<file path="src/rtl/attr_pack_loader.sv">
module attr_pack_loader #(
  parameter int ADDR_W = 12,
  parameter int SLOTS = 16,
  parameter int IDX_W = 5,
  parameter logic [ADDR_W-1:0] DATA_BASE = 12'h233,
  parameter logic [ADDR_W-1:0] IDX_ADDR = 12'h232
) (
  input  logic              clk,
  input  logic              rst,
  input  logic              wr_en,
  input  logic [ADDR_W-1:0] wr_addr,
  input  logic [31:0]       wr_data,
  output logic [IDX_W-1:0]  slot_idx,
  output logic              err_o,
  input  logic [$clog2(SLOTS)-1:0] rd_slot,
  output logic [23:0]       rd_x,
  output logic [23:0]       rd_y,
  output logic [23:0]       rd_z,
  output logic [23:0]       rd_w
);
  localparam int SLOT_W = $clog2(SLOTS);
  localparam int VEC_W = 4 * 24;

  logic [1:0]       cnt;
  logic [31:0]      word0, word1;
  logic [VEC_W-1:0] mem [SLOTS];

  wire data_hit = wr_en && (wr_addr >= DATA_BASE) && (wr_addr <= DATA_BASE + ADDR_W'(2));
  wire idx_hit  = wr_en && (wr_addr == IDX_ADDR);
  wire complete = data_hit && (cnt == 2'd2);
  wire slot_ok  = (slot_idx < IDX_W'(SLOTS));

  wire [23:0] new_w = word0[31:8];
  wire [23:0] new_z = {word0[7:0], word1[31:16]};
  wire [23:0] new_y = {word1[15:0], wr_data[31:24]};
  wire [23:0] new_x = wr_data[23:0];

  always_ff @(posedge clk) begin
    if (rst) begin
      cnt <= '0;
      word0 <= '0;
      word1 <= '0;
      slot_idx <= '0;
      err_o <= 1'b0;
      for (int i = 0; i < SLOTS; i++) mem[i] <= '0;
    end else begin
      err_o <= 1'b0;
      if (idx_hit) begin
        slot_idx <= wr_data[IDX_W-1:0];
        cnt <= '0;
      end else if (complete) begin
        cnt <= '0;
        if (slot_ok) begin
          mem[slot_idx[SLOT_W-1:0]] <= {new_w, new_z, new_y, new_x};
          slot_idx <= slot_idx + 1'b1;
        end else begin
          err_o <= 1'b1;
        end
      end else if (data_hit) begin
        if (cnt == 2'd0) word0 <= wr_data;
        else word1 <= wr_data;
        cnt <= cnt + 2'd1;
      end
    end
  end

  assign {rd_w, rd_z, rd_y, rd_x} = mem[rd_slot];

  assert_cnt_range_R2: assert property (@(posedge clk) disable iff (rst)
    cnt != 2'd3);

  assert_wrap_R2: assert property (@(posedge clk) disable iff (rst)
    complete |=> cnt == 2'd0);

  assert_err_pulse_R7: assert property (@(posedge clk) disable iff (rst)
    err_o |=> !err_o);

  assert_reject_R9: assert property (@(posedge clk) disable iff (rst)
    (complete && !slot_ok) |=> err_o && slot_idx == $past(slot_idx));

  assert_idx_step_R8: assert property (@(posedge clk) disable iff (rst)
    (complete && slot_ok) |=> !err_o && slot_idx == $past(slot_idx) + 1'b1);

  assert_idx_load_R10: assert property (@(posedge clk) disable iff (rst)
    idx_hit |=> cnt == 2'd0 && slot_idx == $past(wr_data[IDX_W-1:0]));

  assert_idle_R11: assert property (@(posedge clk) disable iff (rst)
    !wr_en |=> $stable(cnt) && $stable(slot_idx) && !err_o);
endmodule

</file>
<file path="config.mk">
export PLATFORM = sky130hd
export DESIGN_NAME = attr_pack_loader
export DESIGN_NICKNAME = d
export VERILOG_FILES = /design/src/rtl/attr_pack_loader.sv
export SDC_FILE = /design/constraint.sdc
export NUM_CORES = 2
export LEC_CHECK = 0
export ABC_AREA = 1
export BUFFER_PORTS_ARGS = -buffer_cell sky130_fd_sc_hd__buf_4
export CAP_MARGIN = 15
export CORE_MARGIN = 2
export CORE_UTILIZATION = 45
export CTS_CLUSTER_DIAMETER = 200
export DETAILED_ROUTE_END_ITERATION = 10
export GPL_TIMING_DRIVEN = 0
export PLACE_DENSITY_LB_ADDON = 0.12
export SYNTH_ARGS = -nofsm -noshare
export SYNTH_HDL_FRONTEND = slang
export SYNTH_SLANG_ARGS = --single-unit
</file>
<file path="constraint.sdc">
create_clock -name clk -period 12.3 [get_ports clk]
set_clock_uncertainty 0.05 [all_clocks]
set_input_delay 1.845 -clock clk [delete_from_list [all_inputs] [get_ports clk]]
set_output_delay 1.845 -clock clk [all_outputs]
set_load 0.02 [all_outputs]
</file>
# Yosys cells after proc, flatten, opt, wreduce, memory -nomap -nowiden
# Memory sizes are Yosys's and may differ from the RTL's.
# Index checks and enable logic that the tools add are counted.
[totals]
ff_bits = 72
ram_bits = 1536
mem_count = 1
[memory_table]
columns = ["name", "words", "word_bits", "read_ports", "rd_clocked_by_memory_dff", "write_ports", "line_no", "text"]
rows = [
  ["mem", 16, 96, 1, 0, 16, "26", "logic [VEC_W-1:0] mem [SLOTS];"],
]
[op_classes]
n_reduce_logical = 13
order_cmp = 3
muxes = 14
addsub = 2
eq_ne = 2
bitwise = 3
[ops]
columns = ["op", "n"]
rows = [
  ["2-to-1 mux 96 bit", 1],
  ["OR reduction 96 bit", 1],
  ["2-to-1 mux 5 bit", 3],
  ["== test 12 x 10 -> 1 bit (second input constant)", 1],
  [">= comparator 12 x 10 -> 1 bit (second input constant)", 1],
  ["less-or-equal comparator 12 x 10 -> 1 bit (second input constant)", 1],
  ["2-to-1 mux 1 bit", 9],
  ["AND reduction 4 bit", 2],
  ["OR reduction 3 bit", 2],
  ["adder 5 x 1 -> 5 bit (second input constant)", 1],
  ["< comparator 5 bit (second input constant)", 1],
  ["logical AND 1 bit", 4],
  ["2-to-1 mux 4 bit", 1],
  ["nonzero test 2 bit", 2],
  ["inverter 1 bit", 3],
  ["adder 2 x 1 -> 2 bit (second input constant)", 1],
  ["== test 2 bit (second input constant)", 1],
  ["zero test 2 bit", 1],
  ["AND reduction 2 bit", 1],
]

# Longest topological paths before layout
[logic_depth]
ltp_word = 10
mapped_depth = 14
depth_no_buf = 13

# Worst setup path before layout
# OpenSTA, ideal clock, no wires.
[synth_path]
path_kind = "in2reg"
start = "in wr_addr[7]"
end = "mem mem[15][0] in the netlist's numbering, enable pin"
setup_slack_ps = 2306
t_arrival_ps = 9261
required_time_ps = 11567
cell_stages = 7
n_path_buf = 0
setup_time_ps = 683
path_cell_list = "nor2_1 -> nand2_1 -> nor2_4 -> nand3_1 -> nand2_1 -> nand3_4 -> o21ai_0"
[synth_lines]
columns = ["item", "line_no", "text"]
rows = [
  ["start: declaration", "11", "input logic [ADDR_W-1:0] wr_addr,"],
  ["end: declaration", "26", ""],
]

# Worst setup path in the final report
[layout_path]
start = "in rd_slot[1]"
end = "out rd_x[1]"
[layout_via]
elab_chain_cells = 1
[layout_rtl]
columns = ["item", "line_no", "text"]
rows = [
  ["start: declaration", "15", "input logic [$clog2(SLOTS)-1:0] rd_slot,"],
  ["memory read (16 x 96 bit)", "n/a", ""],
  ["end: declaration", "16", "output logic [23:0] rd_x,"],
]
# Every way passes these cells.

==> run_results.csv <==
group,metric,value,unit
logic_synthesis,ys_warn_count,0,
layout,regArea,47600,µm²
worst_setup_path,cp_max_fo,10,
worst_setup_path,reg2reg_depth,9,
run_status,outcome,"completed",
logic_synthesis,synth_cells,6371,
place,placed_cell_area,76300,µm²
global_route,gr-usage-met3,7.12,%
routing,ant_nets,0,
global_route,grt_pass1_vias,50300,
logic_synthesis,seq_area_frac_synth,66.5,%
logic_synthesis,synth_ff_type,"edfxtp_1",
place,gp_congestion,0.903,
logic_synthesis,netlist_area,71500,µm²
logic_synthesis,synth_area_leaders,"edfxtp_1, nor2_1, mux2i_1",
clocking,clock-root-buffer,"clkbuf_16",
sta,max_freq,0.128,GHz
worst_setup_path,crit_arrival,5.89,ns
logic_synthesis,yosys.area.top_type,"edfxtp_1",
floorplanning,die-width,403,µm
routing,avgRoutedWirePerCell,29.0,µm
sta,grt_setup_unrepaired,"no",
floorplanning,die_area,162000,µm²
clocking,cts_tree,"built",
global_route,grtUsageMet1,44.2,%
sta,max_slew_margin,11.2,%
worst_setup_path,cp.required,10.40,ns
logic_synthesis,synth_commonest_cells,"edfxtp_1, nor2_1, o21ai_0",
logic_synthesis,synth-seq-cells,1608,
layout,fin_area,81700,µm²
power_and_ir_drop,p_leak,29.2,nW
worst_setup_path,cp-end-kind,"primary output",
routing,routed_via_density,5.91,
floorplanning,die_y,403,µm
job,cap_violations,0,
worst_hold_path,min_to,"cnt[0]",
sta,setup_violations,0,
global_route,grt_usage,31.7,%
floorplanning,initial_core_util,45.2,%
logic_synthesis,yosysTopAreaCellShare,64.5,%
global_route,globalRouteMet2Util,47.2,%
logic_synthesis,syn_avg_cell_area,11.2,µm²
power_and_ir_drop,power_density,150,nW/µm²
routing,drc,0,
sta,worst_slack,4.52,ns
routing,dr.first_iter.drc_count,7134,
power_and_ir_drop,vdd_drop_max,0.149,mV
global_route,top_usage_layer,"met2",
worst_hold_path,hold_path_depth,2,
layout,drive_above_1_share,9.18,%
worst_setup_path,rrSetupSlack,7.85,ns
clocking,postCtsResizedCells,0,
logic_synthesis,yosys.cell_types.count,30,
worst_setup_path,startpoint_type,"primary input",
clocking,clkLatencyLatePin,0.82,ns
clocking,htree_levels,4,
routing,wl,260000,µm
global_route,grt_max_degree,53,
sta,drv_slew,0,
clocking,clk_pin_slew,0.06,ns
clocking,cts_num_sinks,1608,
global_route,overflow,0,
worst_setup_path,r2r_end,"mem[1][42]",
floorplanning,pin_count,153,
sta,whs,0.425,ns
worst_hold_path,hold_path_class,"flop to flop",
global_route,antenna_found_initial,22,
worst_setup_path,path_class,"primary input to primary output",
layout,area_growth_syn_to_layout,14.3,%
power_and_ir_drop,p_total,0.0123,W
clocking,ctsHoldBuffers,0,
floorplanning,fp-row-count,146,
logic_synthesis,synth.most_common_cell,"edfxtp_1",
place,dp.cells,8632,
place,portBuffers,149,
layout,multi_input_area,19700,µm²
routing,first_pass_iters,8,
global_route,grt_pass1_wl,365000,µm
clocking,cts_setup_buffers,0,
routing,route.vias.total,52900,
clocking,clockBufferDepth,3,
logic_synthesis,synth_fp_nets,6428,
place,post-place-ws,4.69,ns
clocking,cts_made_buffers,174,
layout,nFillCells,14000,
sta,period_minus_slack,7.78,ns
sta,hold_viol,0,
layout,instances_no_fill,8953,
sta,period_share,63.3,%
worst_hold_path,worstHoldStart,"cnt[0]",
logic_synthesis,synth-async-reset-ratio,0,%
sta,worst_slew_pin_slew,1.33,ns
floorplanning,core-area,158000,µm²
logic_synthesis,synth-edff-count,1536,
place,dp_hpwl,176000,µm
worst_setup_path,crit-reg2reg-launch,"slot_idx[2]",
layout,fin_nets,6794,
[state kept, by name (all words and copies together), names as in the netlist]
register  count
word1        32
word0        32
err_o         1
mem        1536
slot_idx      5
cnt           2
[cells in the final DEF, fill, tap and decap left out, types with 2 or more instances in the layout]
cell / instances
edfxtp_1: 1536
inv_2: 3
buf_1: 37
clkbuf_1: 457
clkbuf_8: 5
nand2_4: 15
buf_4: 152
nor2_1: 1507
bufinv_16: 7
nand2_1: 132
buf_16: 26
diode_2: 4
nor3_1: 128
nand3b_1: 2
o21ai_0: 509
buf_2: 70
clkinv_2: 31
o211ai_1: 384
inv_1: 497
ha_1: 6
inv_6: 4
clkinv_1: 50
nand3_1: 147
nand3_4: 9
clkinv_8: 5
nor2_2: 59
buf_8: 7
dfxtp_1: 72
mux2i_1: 384
nand3_2: 6
clkbuf_2: 13
clkbuf_16: 178
xor2_1: 2
buf_6: 26
a21oi_1: 393
buf_12: 8
[worst max-delay path, stage by stage]
cell	delay, ns
clkbuf_1	0.17
inv_1	0.52
clkbuf_1	0.51
buf_8	0.25
clkbuf_1	1.00
clkbuf_1	0.62
o211ai_1	0.25
o211ai_1	0.21
nand2_1	0.26
buf_4	0.23
[how the worst max path moves through the flow]
| stage | cells past startpoint | slack, ns | to | startpoint |
|---|---|---|---|---|
| after detailed placement | 10 | 4.69 | rd_x[1] | rd_slot[1] |
| after global placement | 8 | -3.52 | mem[15][63] | wr_addr[11] |
| final | 10 | 4.52 | rd_x[1] | rd_slot[1] |
| after global routing | 10 | 4.65 | rd_y[12] | rd_slot[1] |
| after CTS | 10 | 4.68 | rd_x[1] | rd_slot[1] |
| after floorplan | 7 | 2.31 | mem[15][0] | wr_addr[7] |
[logic make-up (layout without fill, tap and decap cells)]
kind of cell / count (synthesis) / after routing / share of synthesized area [%]
xor+xnor: 2 / 2 / 0.0245
buf+inv: 1074 / 1580 / 6.06
flops: 1608 / 1608 / 66.5
simple gates: 2009 / 2009 / 11.5
mux: 384 / 384 / 5.38
other cells: 0 / 4 / 0
compound gates: 1288 / 1288 / 10.4
fa+ha+maj: 6 / 6 / 0.105
[power breakdown]
group          switching [W]  leakage [nW]  internal (W)
logic               0.000749          10.2      0.000271
registers          0.0000475          16.4       0.00616
clock network        0.00224          2.64       0.00283
total                0.00304          29.2       0.00925
[per-layer routing]
metal  wire, µm  up-vias
li1           -    23000
met1     105000    26400
met2     114000     2896
met3      28300      562
met4      13100        4
met5         25        -
[cell type report]
cell class / instances / area share, %
inverter: 505 / 2.32
antenna: 4 / 0.0123
clock inverter: 96 / 0.878
multi-input combinational: 3689 / 24.1
tap: 2072 / 3.17
buffer: 569 / 3.01
clock buffer: 220 / 5.71
timing repair buffer: 190 / 2.56
sequential: 1608 / 58.2
[through the flow]
step	util [%]	setup TNS, ns
finish	51.7	0
global route	51.7	0
CTS	51.7	0
detailed placement	48.3	0
global placement	47.6	-337.10
floorplan	-	0
Note: power is estimated with default switching activity, not from simulation.
